<file path="src/rtl/vds_align_pkg.sv">
package vds_align_pkg;

  typedef enum logic [1:0] {
    ALIGN_COINC = 2'd0,
    ALIGN_EARLY = 2'd1,
    ALIGN_LATE  = 2'd2
  } align_e;

  // undefined codes fall back to coincident
  function automatic align_e decode_align(input logic [2:0] code);
    unique case (code)
      3'b001:  return ALIGN_EARLY;
      3'b010:  return ALIGN_LATE;
      default: return ALIGN_COINC;
    endcase
  endfunction

endpackage

</file>
<file path="src/rtl/vds_pix_pipe.sv">
module vds_pix_pipe #(
  parameter int unsigned W     = 4,
  parameter int unsigned DEPTH = 2
) (
  input  logic         clk_i,
  input  logic         rst_ni,
  input  logic [W-1:0] d_i,
  output logic [W-1:0] q_o
);

  logic [DEPTH:1][W-1:0] stg_q;

  always_ff @(posedge clk_i or negedge rst_ni) begin
    if (!rst_ni) begin
      stg_q <= '0;
    end else begin
      stg_q[1] <= d_i;
      for (int i = 2; i <= DEPTH; i++) stg_q[i] <= stg_q[i-1];
    end
  end

  assign q_o = stg_q[DEPTH];

endmodule

</file>
<file path="src/rtl/vds_sw_delay.sv">
module vds_sw_delay #(
  parameter int unsigned DEPTH = 2
) (
  input  logic         clk_i,
  input  logic         rst_ni,
  input  logic         sw_i,
  output logic [DEPTH:0] tap_o
);

  logic [DEPTH:1] dl_q;

  // runs in every mode so a mode switch sees valid history
  always_ff @(posedge clk_i or negedge rst_ni) begin
    if (!rst_ni) begin
      dl_q <= '0;
    end else begin
      dl_q[1] <= sw_i;
      for (int i = 2; i <= DEPTH; i++) dl_q[i] <= dl_q[i-1];
    end
  end

  assign tap_o = {dl_q, sw_i};

endmodule

</file>
<file path="src/rtl/vds_sw_out.sv">
module vds_sw_out
  import vds_align_pkg::*;
#(
  parameter int unsigned DEPTH = 2
) (
  input  logic           clk_i,
  input  logic           rst_ni,
  input  logic [DEPTH:0] tap_i,
  input  logic [2:0]     align_sel_i,
  input  logic           sw_pol_i,
  output logic           sw_o
);

  // output reg adds one stage: tap k gives total latency k+1
  localparam int unsigned TapEarly = DEPTH - 2;
  localparam int unsigned TapCoinc = DEPTH - 1;
  localparam int unsigned TapLate  = DEPTH;

  align_e mode;
  logic   sel_d;
  logic   sw_q;
  logic   pol_q;

  assign mode = decode_align(align_sel_i);

  always_comb begin
    unique case (mode)
      ALIGN_EARLY: sel_d = tap_i[TapEarly];
      ALIGN_LATE:  sel_d = tap_i[TapLate];
      default:     sel_d = tap_i[TapCoinc];
    endcase
  end

  // polarity registered alongside so reset lands on video condition
  always_ff @(posedge clk_i or negedge rst_ni) begin
    if (!rst_ni) begin
      sw_q  <= 1'b0;
      pol_q <= 1'b0;
    end else begin
      sw_q  <= sel_d;
      pol_q <= sw_pol_i;
    end
  end

  assign sw_o = sw_q ^ pol_q;

endmodule

</file>
<file path="src/rtl/vds_align_stage.sv">
module vds_align_stage #(
  parameter int unsigned N_CH       = 3,
  parameter int unsigned CH_W       = 4,
  parameter int unsigned PIPE_DEPTH = 2
) (
  input  logic                 clk_i,
  input  logic                 rst_ni,
  input  logic [2:0]           align_sel_i,
  input  logic                 sw_pol_i,
  input  logic [N_CH*CH_W-1:0] rgb_i,
  input  logic                 sw_i,
  output logic [N_CH*CH_W-1:0] rgb_o,
  output logic                 sw_o
);

  localparam int unsigned PixW = N_CH * CH_W;

  logic [PIPE_DEPTH:0] sw_tap;

  if (PIPE_DEPTH < 2) begin : g_bad_depth
    initial $error("PIPE_DEPTH must be at least 2");
  end

  for (genvar ch = 0; ch < N_CH; ch++) begin : g_ch
    vds_pix_pipe #(
      .W    (CH_W),
      .DEPTH(PIPE_DEPTH)
    ) u_pipe (
      .clk_i (clk_i),
      .rst_ni(rst_ni),
      .d_i   (rgb_i[ch*CH_W +: CH_W]),
      .q_o   (rgb_o[ch*CH_W +: CH_W])
    );
  end

  vds_sw_delay #(
    .DEPTH(PIPE_DEPTH)
  ) u_delay (
    .clk_i (clk_i),
    .rst_ni(rst_ni),
    .sw_i  (sw_i),
    .tap_o (sw_tap)
  );

  vds_sw_out #(
    .DEPTH(PIPE_DEPTH)
  ) u_out (
    .clk_i      (clk_i),
    .rst_ni     (rst_ni),
    .tap_i      (sw_tap),
    .align_sel_i(align_sel_i),
    .sw_pol_i   (sw_pol_i),
    .sw_o       (sw_o)
  );

  if (PixW == 0) begin : g_bad_width
    initial $error("pixel width must be non-zero");
  end

endmodule

</file>
<file path="config.mk">
export PLATFORM = sky130hd
export DESIGN_NAME = vds_align_stage
export DESIGN_NICKNAME = d
export VERILOG_FILES = /design/src/rtl/vds_align_pkg.sv /design/src/rtl/vds_pix_pipe.sv /design/src/rtl/vds_sw_delay.sv /design/src/rtl/vds_sw_out.sv /design/src/rtl/vds_align_stage.sv
export SDC_FILE = /design/constraint.sdc
export NUM_CORES = 1
export LEC_CHECK = 0
export BUFFER_PORTS_ARGS = -buffer_cell sky130_fd_sc_hd__buf_2
export CORE_MARGIN = 2
export CORE_UTILIZATION = 35
export CTS_CLUSTER_DIAMETER = 60
export CTS_CLUSTER_SIZE = 20
export DETAILED_ROUTE_END_ITERATION = 8
export GPL_ROUTABILITY_DRIVEN = 1
export PLACE_DENSITY = 0.69
export SYNTH_ARGS = -nofsm -noshare
export SYNTH_HDL_FRONTEND = slang
export SYNTH_HIERARCHICAL = 1
export SYNTH_SLANG_ARGS = --single-unit
</file>
<file path="constraint.sdc">
create_clock -name clk_i -period 1.7 [get_ports clk_i]
set_input_delay 0.34 -clock clk_i [delete_from_list [all_inputs] [get_ports clk_i]]
set_output_delay 0.34 -clock clk_i [all_outputs]
set_load 0.01 [all_outputs]
</file>
Word-level counts from Yosys, hierarchy flattened
Cells that the tools add are included.
{ "classes": {"div_mod_pow": 0, "n_reduce_logical": 0, "mul": 0, "magnitude_cmp": 0, "n_addsub": 0, "mux": 2, "n_bitwise": 1, "n_eq_ne": 4, "n_shift": 0} }
{ "op_table": {"columns": ["op", "n"], "rows": [
  ["case mux 2 bit (2 select lines)", 1],
  ["equality test 3 x 1 -> 1 bit, second input constant", 1],
  ["equality test 3 x 2 -> 1 bit, second input constant", 1],
  ["equality test 2 x 1 -> 1 bit, second input constant", 1],
  ["equality test 2 bit, second input constant", 1],
  ["case mux 1 bit (2 select lines)", 1],
  ["XOR 1 bit", 1]
]} }
{ "totals": {"latchBits": 0, "ramBits": 0, "rom_bits": 0, "mem_count": 0, "elab_cells": 16, "output_inout_bits": 13, "input_bits": 19, "reg_bits": 28} }

Logic depth before layout (Yosys ltp)
Gate-level depths: netlist of the first run.
{ "logic_depth": {"depth_word": 4, "depth_mapped": 5} }

By module
Netlist of the first run, hierarchy kept.
{ "by_module_without_submodules": {"columns": ["module", "seq_area_each_um2", "area_each_um2", "instances", "cells_each"], "rows": [
  ["vds_pix_pipe", 200.2, 230.2, 3, 12],
  ["vds_sw_out", 50.0, 131.4, 1, 13],
  ["vds_sw_delay", 50.0, 57.6, 1, 3]
]} }

Worst setup path before layout of the first run
OpenSTA, ideal clock, no wires.
{ "synth_timing": {"path_type": "input to register", "from": "in align_sel_i[1]", "to": "reg u_out.sw_q", "arrival_time_ps": 982, "path_stages": 5, "setup_time_ps": 126, "slack_ps": 592, "required_time_ps": 1574, "cell_sequence": "nor3b_2 -> inv_1 -> ha_1 -> a22oi_1 -> o21ai_0"} }
{ "synth_via": {"elab_chain_len": 4} }
{ "synth_lines": {"columns": ["item", "line_no", "text"], "rows": [
  ["start, declared", "vds_align_stage.sv:8", "input logic [2:0] align_sel_i,"],
  ["equality test 3 x 2 -> 1 bit / equality test 3 x 1 -> 1 bit (equally long branches)", "vds_align_pkg.sv:11", "unique case (code)"],
  ["case mux 2 bit (2 select lines) (*)", "vds_align_pkg.sv:11", null],
  ["equality test 2 bit / equality test 2 x 1 -> 1 bit (equally long branches)", "vds_sw_out.sv:27", "unique case (mode)"],
  ["case mux 1 bit (2 select lines) (*)", "vds_sw_out.sv:27", null],
  ["via u_out.sel_d", "vds_sw_out.sv:20", "logic sel_d;"],
  ["end signal, assigned", "vds_sw_out.sv:40", "sw_q <= sel_d;"],
  ["end, declared", "vds_sw_out.sv:21", "logic sw_q;"]
]} }
The timed path passes the listed nets; every way through them passes the cells marked *.

Worst setup path after layout of the first run
{ "layout_timing": {"from": "reg u_out.pol_q", "to": "out sw_o"} }
{ "layout_via": {"elab_chain_len": 1} }
{ "layout_lines": {"columns": ["item", "line_no", "text"], "rows": [
  ["start, declared", "vds_sw_out.sv:22", "logic pol_q;"],
  ["start signal, assigned", "vds_sw_out.sv:41", "pol_q <= sw_pol_i;"],
  ["XOR 1 bit", "vds_sw_out.sv:45", "assign sw_o = sw_q ^ pol_q;"],
  ["end, declared", "vds_align_stage.sv:13", "output logic sw_o"]
]} }
No other way between the ends.

==> results of run 1 <==
==> logic make-up after synthesis <==
logic type | Yosys count | share of synthesized area (%)
fa+ha+maj | 2 | 2.84
simple gates | 5 | 3.56
flops | 28 | 79.7
buf+inv | 14 | 11.5
compound gates | 2 | 1.42
xor+xnor | 1 | 0.996
==> final cells by class <==
cell class	instances	area [sq um]
repair buffers	31	155
flip-flops and latches	28	701
clock buffers	3	22.5
multi-input cells	10	77.6
well taps	30	37.5
inverters	1	3.75
clock inverters	1	30.0
fillers	233	1410
==> power by group <==
| part | leakage, nW | internal (mW) | switching [mW] |
|---|---|---|---|
| Clock | 0.0279 | 0.238 | 0.175 |
| Combinational | 0.157 | 0.0322 | 0.0381 |
| Sequential | 0.327 | 0.700 | 0.00874 |
| Total | 0.512 | 0.970 | 0.222 |
==> worst register-to-register path: cells and delay by family (launching register included) <==
kind,cells,cell delay [ns]
compound gates,2,0.26
flops,1,0.39
==> per-layer routing <==
layer	vias up	GRT usage, %	wire length, um
met5	-	0	0
met3	2	1.67	64
met2	17	14.7	590
li1	192	-	-
met4	0	8.75	19
met1	204	7.91	361
==> sequential cells by signal, indices dropped and copies added, names as in the netlist <==
name               count
u_out/pol_q            1
u_delay/dl_q           2
u_out/sw_q             1
g_ch.u_pipe/q_o       12
g_ch.u_pipe/stg_q     12
==> final timing paths <==
kind                                          from                      end  depth (start not counted)
setup reg to reg                   u_delay/dl_q[2]               u_out/sw_q                          2
setup / recovery                       u_out/pol_q                     sw_o                          2
max in group asynchronous                   rst_ni          u_delay/dl_q[1]                          1
hold / removal                              rst_ni    g_ch[1].u_pipe/q_o[0]                          1
min in group clk_i                        rgb_i[9]  g_ch[2].u_pipe/stg_q[1]                          1
hold reg to reg            g_ch[2].u_pipe/stg_q[3]    g_ch[2].u_pipe/q_o[3]                          0
==> synthesized netlist by cell type, drive strengths merged <==
master,number
dfrtp,28
buf,13
ha,2
nand2,2
a22oi,1
and2,1
inv,1
nor2,1
nor3b,1
o21ai,1
xor2,1
==> through the flow <==
stage / hold slack, ns / instance area [sq um] / instances / utilization, %
floorplan: 0.0444 / 880 / 52 / -
global placement: 0.333 / 975 / 100 / 40.1
detailed placement: 0.335 / 975 / 100 / 40.1
CTS: 0.00443 / 1030 / 104 / 42.2
global route: 0.0167 / 1030 / 104 / 42.2
finish: -0.00702 / 1030 / 104 / 42.2
==> metrics.txt, run 1 <==
failing checks hold timing; CP Capture Type primary output; Avg Cell Area, Syn 16.9 sq um; Avg WL per Cell 9.95 um; post-place setup slack 0.412 ns; Synth Warn # 6; clk_lat worst skew 0.32 ns; total design power 1.19 mW; clock slew at reported path FFs 0.14 ns; delay-heaviest family, CP flip-flops; headroom to the max-slew limit 61.8%; detailed-route wire length 1040 um; post-synthesis cell area 880 sq um; I/O pin total 32; n_diodes 0; RSZ-0062 raised after global routing false; post-DR vias/cell 3.99; Final GP Congestion 0.623; class of the most critical setup path reg -> out; Core ar. 2430 sq um; Synth Net Count 73; initial antenna violation count 0; area fraction of the dominant cell type after synthesis 79.7%; chip width 54.1 um; Worst Hold Class in -> async; post-route ant nets 0; Hold WS -0.00702 ns; largest net degree at the start of global routing 29; overflow left after global routing 0; crit path max fanout 1; Post-CTS Setup Bufs 0; commonest non-fill, non-tap cell in the layout buf_2; die height 54.1 um; drt first pass iters 4; Arr. time, crit path 0.98 ns; VDD IR-drop max 0.624 mV; number of max-cap violations 0; die footprint 2930 sq um; Netlist cell types 11; # resized after CTS 0; Clock Skews 0.0116 ns; status finished, violations left; DRT iter0 DRCs 3; post-synthesis sequential area ratio 79.7%; Fin. Hold Viols 16; DR vias 415; largest buffer count on any clock path 2; critical path's largest stage delay 0.39 ns; Power Density 1160 nW/um^2; fin. max-slew vios 0; commonest non-fill, non-tap cells in the layout 31 x buf_2, 28 x dfrtp_1, 3 x clkbuf_4, 2 x nand2_1, 2 x ha_1; Overall Global Routing Usage 8.46%; setup TNS 0 ns; Initial Util 36.2%; dominant cell type by area after synthesis dfrtp_1; r2r setup slk 0.95 ns; layout cells sized above 1 50.0%; clk sinks 28; Inserted Clock Buffers 3; period utilization 77.8%; std cell rows 18; Cells after Synth 52; number of port buffers 31; CP max stage cell dfrtp_1; CTS tree built; Root Driver clkbuf_4; HPWL after detailed placement 789 um; fin nets 96; final setup vio count 0; area growth from synthesis to layout 16.8%; cell chain of the critical path xor2_1 -> buf_2; #FFs+latches synth 28; leak pwr 0.512 nW; Buf/Inv on CP 1; synth top area cells dfrtp_1 80%, buf_4 11%, ha_1 2.8%; CP Launch Type flop; f_max 0.756 GHz; CTS H-tree lvls 1; worst slew pin tran 0.574 ns; Final min period 1.32 ns; Worst EP required 1.36 ns; DRC violations left 0; vias in the first global route 401; cts hold-fix bufs 0; first-pass GRT wire length 1610 um; setup ws final 0.378 ns
(Power assumes the default switching activity.)
==> inputs of run 2 (changes only) <==
Settings changed: ABC_AREA set to 1, PLACE_DENSITY 0.69 to 0.71.
Clock period 1.7 ns to 1.1 ns, I/O delays scaled along.
==> run 2 against run 1 <==
  * The flow finishes with violations (setup timing)
  * Via count increased by 19%
  * Final cell count rose by 19%
  * Sequential power increased by 55%
  * Global-route usage is 1.0 points higher
  * Setup slack lost 0.48 ns
  * Total power is 38% higher
  * Critical endpoint unchanged
==> metrics.txt, run 2 <==
status finished, violations left; failing checks setup timing; Int Pwr 1.30 mW (+34%); CP max stage cell dfrtp_1; Overall Global Routing Usage 9.48% (+1.0 points); n_diodes 0 (unchanged); largest buffer count on any clock path 2 (unchanged); Final min period 1.21 ns; Synth Warn # 6 (unchanged); DR vias 492 (+19%); Hold WS 0.0277 ns (+0.0347 ns); met3 Use GR 5.74% (+4.1 points); DRT iter0 DRCs 0 (-3); clk sinks 28 (unchanged); headroom to the max-slew limit 88.1% (+26 points); layout cells sized above 1 40.4% (-9.6 points); #FFs+latches synth 28 (unchanged); dominant cell type by area after synthesis dfrtp_1; count leader, synth dfrtp_1; clk_lat worst skew 0.31 ns (about the same); Avg WL per Cell 9.64 um (-3.2%); CP Capture Type primary output; fin. max-slew vios 0 (unchanged); drt first pass iters 1 (-3); Sw Share 20.6% (+2.0 points); cell chain of the critical path xor2_1 -> buf_2; post-DR vias/cell 3.97 (-0.57%); largest net degree at the start of global routing 29 (unchanged); RSZ-0062 raised after global routing true; first-pass GRT wire length 1890 um (+18%); class of the most critical setup path reg -> out; post-route ant nets 0 (unchanged); number of max-cap violations 0 (unchanged); I/O pin total 32 (unchanged); detailed-route wire length 1200 um (+15%); clock slew at reported path FFs 0.13 ns (about the same); met1 usage 9.34% (+1.4 points); std cell rows 18 (unchanged); Worst Hold Class in -> reg; synth top area cells dfrtp_1 78%, buf_4 11%, ha_1 2.8%; Sequential Power Share 66.7% (+7.3 points); Arr. time, crit path 0.99 ns (about the same); area growth from synthesis to layout 33.3%; met2 Use GR 16.7% (+2.0 points); Layout Utilization 48.5% (+6.3 points); crit path max fanout 1 (unchanged); CP Launch Type flop; Power Density 1380 nW/um^2 (+19%); setup ws final -0.107 ns (-0.485 ns); Final GP Congestion 0.543 (-13%); die footprint 2970 sq um (+1.4%); vias in the first global route 481 (+20%); worst slew pin tran 0.177 ns (-0.397 ns); fin nets 117 (+22%); leak pwr 0.601 nW (+17%); chip width 54.5 um (+0.72%); overflow left after global routing 0 (unchanged); Worst EP required 0.88 ns (-0.48 ns); area fraction of the dominant cell type after synthesis 78.4% (-1.2 points); Root Driver clkbuf_4; DRC violations left 0 (unchanged); total design power 1.64 mW (+38%); Top FF cell, synth dfrtp_1; final setup vio count 1 (+1); most common library cells after synthesis 28 x dfrtp_1, 13 x buf_4, 6 x nand2_1; Synth async-reset ratio 100% (unchanged); Comb power frac 10.1% (+4.2 points); delay-heaviest family, CP flip-flops; Cells after Synth 57 (+9.6%); period utilization 110%; GR peak layer met2; Clock Skews 0.00115 ns (-0.0105 ns); Inserted Clock Buffers 3 (unchanged); die height 54.5 um (+0.72%); Avg Cell Area, Syn 15.7 sq um (-7.3%); f_max 0.828 GHz; Initial Util 36.4% (+0.23 points); initial antenna violation count 0 (unchanged); Post-CTS Setup Bufs 0 (unchanged); critical path's largest stage delay 0.40 ns (about the same); Buf/Inv on CP 1 (unchanged); commonest non-fill, non-tap cells in the layout 29 x buf_2, 28 x dfrtp_1, 14 x dlygate4sd3_1, 6 x nand2_1, 5 x inv_1; Netlist cell types 7 (-4); Core ar. 2450 sq um (+0.93%); post-synthesis sequential area ratio 78.4% (-1.2 points); commonest non-fill, non-tap cell in the layout buf_2; post-synthesis cell area 893 sq um (+1.6%); number of port buffers 31 (unchanged); CTS tree built; VDD IR-drop max 1.01 mV (+61%); clock share of power 23.2% (-12 points); Fin. Hold Viols 0 (-16); Switching Power 0.338 mW (+52%); number of synthesized flops with an enable pin 0 (unchanged); Synth Net Count 78 (+6.8%); CTS H-tree lvls 1 (unchanged)
run 2: cell count changes after synthesis:
cell,previous run,this run
a22oi_1,1,0
and2_2,1,0
inv_1,1,5
nand2_1,2,6
nor2_1,1,0
nor3_2,0,2
nor3b_2,1,0
o21ai_0,1,0
run 2: area by class of cell:
cell class | count | area (sq um)
multi-input combinational | 11 | 76.3
clock buffer | 3 | 22.5
tap | 30 | 37.5
timing repair buffer | 47 | 335
inverter | 5 | 18.8
sequential | 28 | 701
fill | 224 | 1260
run 2: worst register-to-register path: stages, from the launching register on:
cell	delay (ns)
dfrtp_1	0.39
nand2_1	0.06
nand2_1	0.05
nand2_1	0.05
nand2_1	0.04
run 2: path summary, 6_finish.rpt:
kind | from | end | slack, ns | cells after the start
min in group asynchronous | rst_ni | u_delay/dl_q[1] | 0.35 | 3
max in group asynchronous | rst_ni | g_ch[1].u_pipe/stg_q[0] | 0.59 | 3
hold reg to reg | g_ch[1].u_pipe/stg_q[1] | g_ch[1].u_pipe/q_o[1] | 0.36 | 0
setup / recovery | u_out/pol_q | sw_o | -0.11 | 2
setup reg to reg | u_delay/dl_q[2] | u_out/sw_q | 0.42 | 4
hold / removal | sw_i | u_delay/dl_q[1] | 0.03 | 1
run 2: repair_timing:
item | 4_1_cts | 5_1_grt
resized for setup | 0 | 2
hold buffers | 10 | 4
pin swaps | 1 | 1
hold endpoints to repair | 37 | 4
setup endpoints to repair | 1 | 5
run 2: kinds of logic (layout without fill, tap and decap cells):
kind of cell	count (synthesis)	after routing	share of synthesized area [%]
simple gates	8	8	4.76
buf+inv	18	55	13.0
xor+xnor	1	1	0.981
fa+ha+maj	2	2	2.80
flops	28	28	78.4
run 2: layer usage:
layer	vias up	wire length, um
li1	231	-
met1	235	465
met2	24	604
met3	2	115
met4	0	9
met5	-	0
run 2: power groups by stage:
stage          combinational [mW]  sequential (mW)  clock [mW]
2_1_floorplan              0.0670             1.11           0
3_3_place_gp                0.123             1.11           0
3_5_place_dp                0.128             1.12           0
4_1_cts                     0.155             1.10       0.405
5_1_grt                     0.186             1.10       0.454
6_report                    0.166             1.10       0.380
run 2: through the flow:
stage | std cells | area, sq um | worst slack, ns | TNS [ns]
final | 124 | 1190 | -0.107 | -0.107
after global routing | 124 | 1190 | -0.157 | -0.170
after CTS | 120 | 1140 | -0.125 | -0.125
after detailed placement | 107 | 1020 | -0.0611 | -0.0611
after global placement | 107 | 1020 | 0.00703 | 0
after floorplan | 57 | 893 | 0.136 | 0
==> inputs of run 3 (changes only) <==
Settings changed: BUFFER_PORTS_ARGS -buffer_cell sky130_fd_sc_hd__buf_2 to -buffer_cell sky130_fd_sc_hd__clkbuf_2.
==> run 3 against run 2 <==
  * Via count decreased by 0.61%
  * Critical path depth unchanged
  * First-iteration DRC count unchanged
  * Combinational power about the same
  * Largest cell class unchanged
  * The run still ends with setup timing left
  * Worst hold slack got worse by 0.0091 ns
  * Sequential cell count unchanged
  * Setup slack got worse by 0.011 ns
==> metrics.txt, run 3 (synthesis gave the netlist of run 2 again) <==
clock slew at reported path FFs 0.14 ns (about the same); commonest non-fill, non-tap cells in the layout 29 x clkbuf_2, 28 x dfrtp_1, 14 x dlygate4sd3_1, 6 x nand2_1, 5 x inv_1; vias in the first global route 498 (+3.5%); total design power 1.91 mW (+16%); critical path's largest stage delay 0.40 ns (about the same); die height 54.5 um (unchanged); Inserted Clock Buffers 3 (unchanged); fin nets 116 (-0.85%); n_diodes 0 (unchanged); Layout Utilization 49.2% (+0.66 points); crit path max fanout 1 (unchanged); CTS tree built; Initial Util 36.4% (unchanged); Post-CTS Setup Bufs 0 (unchanged); fin. max-slew vios 0 (unchanged); number of port buffers 31 (unchanged); Worst R2R Start u_delay/dl_q[2]; CP max stage cell dfrtp_1; clk_lat worst skew 0.32 ns (about the same); Avg WL per Cell 9.63 um (about the same); cell chain of the critical path xor2_1 -> buf_2; Clock Skews 0.000867 ns (-0.000280 ns); min-delay src sw_i; clk sinks 28 (unchanged); layout cells sized above 1 40.4% (unchanged); overflow left after global routing 0 (unchanged); largest buffer count on any clock path 2 (unchanged); largest net degree at the start of global routing 29 (unchanged); headroom to the max-slew limit 87.7% (-0.46 points); dpl cells 106 (-0.93%); Final Instance Count excl. Fillers 124 (unchanged); Hold WS 0.0186 ns (-0.00909 ns); status finished, violations left; detailed-route wire length 1190 um (about the same); Worst EP required 0.88 ns (about the same); Overall Global Routing Usage 10.0% (+0.53 points); first-pass GRT wire length 2020 um (+6.9%); setup ws final -0.119 ns (-0.0115 ns); I/O pin total 32 (unchanged); failing checks setup timing; number of max-cap violations 0 (unchanged); Root Driver clkbuf_4; HPWL after detailed placement 826 um; std cell rows 18 (unchanged); period utilization 111% (+1.0 points); f_max 0.821 GHz (-0.94%); CP Launch Type flop; Final GP Congestion 0.563 (+3.7%); CP Launch Point u_out/pol_q; final setup vio count 1 (unchanged); chip width 54.5 um (unchanged); delay-heaviest family, CP flip-flops; CP Capture Type primary output; DRT iter0 DRCs 0 (unchanged); Core ar. 2450 sq um (unchanged); Worst Hold Class in -> reg; commonest non-fill, non-tap cell in the layout clkbuf_2; DRC violations left 0 (unchanged); DR vias 489 (-0.61%); RSZ-0062 raised after global routing true; area growth from synthesis to layout 35.2%; Fin. Hold Viols 0 (unchanged); post-DR vias/cell 3.94 (-0.61%); VDD IR-drop max 0.883 mV (-12%); post-route ant nets 0 (unchanged); Final min period 1.22 ns (+0.0115 ns); leak pwr 0.614 nW (+2.2%); Power Density 1580 nW/um^2 (+15%); worst slew pin tran 0.184 ns (+0.00686 ns); initial antenna violation count 0 (unchanged); die footprint 2970 sq um (unchanged); Buf/Inv on CP 1 (unchanged); class of the most critical setup path reg -> out; drt first pass iters 1 (unchanged); Arr. time, crit path 1.00 ns (about the same); CTS H-tree lvls 1 (unchanged)
## run 3: changes by cell type in the layout (fill, tap and decap cells not counted)
cell / previous run / this run
bufinv_16: 0 / 1
buf_2: 29 / 1
buf_4: 1 / 0
buf_6: 2 / 1
clkbuf_2: 0 / 29
## run 3: final timing paths
path                                      endpoint  depth (start not counted)  slack, ns
setup / recovery                              sw_o                          2      -0.12
hold / removal                     u_delay/dl_q[1]                          1       0.02
setup reg to reg                        u_out/sw_q                          4       0.42
hold reg to reg              g_ch[0].u_pipe/q_o[0]                          0       0.37
max in group asynchronous  g_ch[1].u_pipe/stg_q[1]                          3       0.58
min in group asynchronous          u_delay/dl_q[1]                          3       0.37
## run 3: layer usage
layer	global-route usage (%)	part of all wire, %	vias up
li1	-	-	231
met1	10.6	38	234
met2	17.1	51	22
met3	3.28	9.5	2
met4	6.25	0.75	0
met5	0	0	-
## run 3: report_power, final
group / switching (mW) / leakage (nW) / internal (mW)
clock: 0.286 / 0.0279 / 0.368
combinational: 0.0717 / 0.259 / 0.0909
sequential: 0.0140 / 0.327 / 1.08
total: 0.371 / 0.614 / 1.54
## run 3: final cells by class
class                      instances  area [sq um]
inverter                           5          18.8
timing repair buffer              46           322
tap                               30          37.5
multi-input combinational         11          76.3
clock inverter                     1          30.0
sequential                        28           701
clock buffer                       3          22.5
fill                             234          1250
## run 3: what timing repair did
action,in CTS,in global routing
pin swaps,1,1
gates resized for setup,0,3
hold buffers,14,0
endpoints found under the setup margin,1,8
endpoints found under the hold margin,41,0
## run 3: metrics by stage
stage / instance area (sq um) / setup WS [ns] / TNS, ns
floorplan: 893 / 0.136 / 0
global placement: 1010 / 0.0156 / 0
detailed placement: 1010 / -0.0449 / -0.0449
CTS: 1200 / -0.151 / -0.151
global route: 1210 / -0.154 / -0.264
finish: 1210 / -0.119 / -0.119
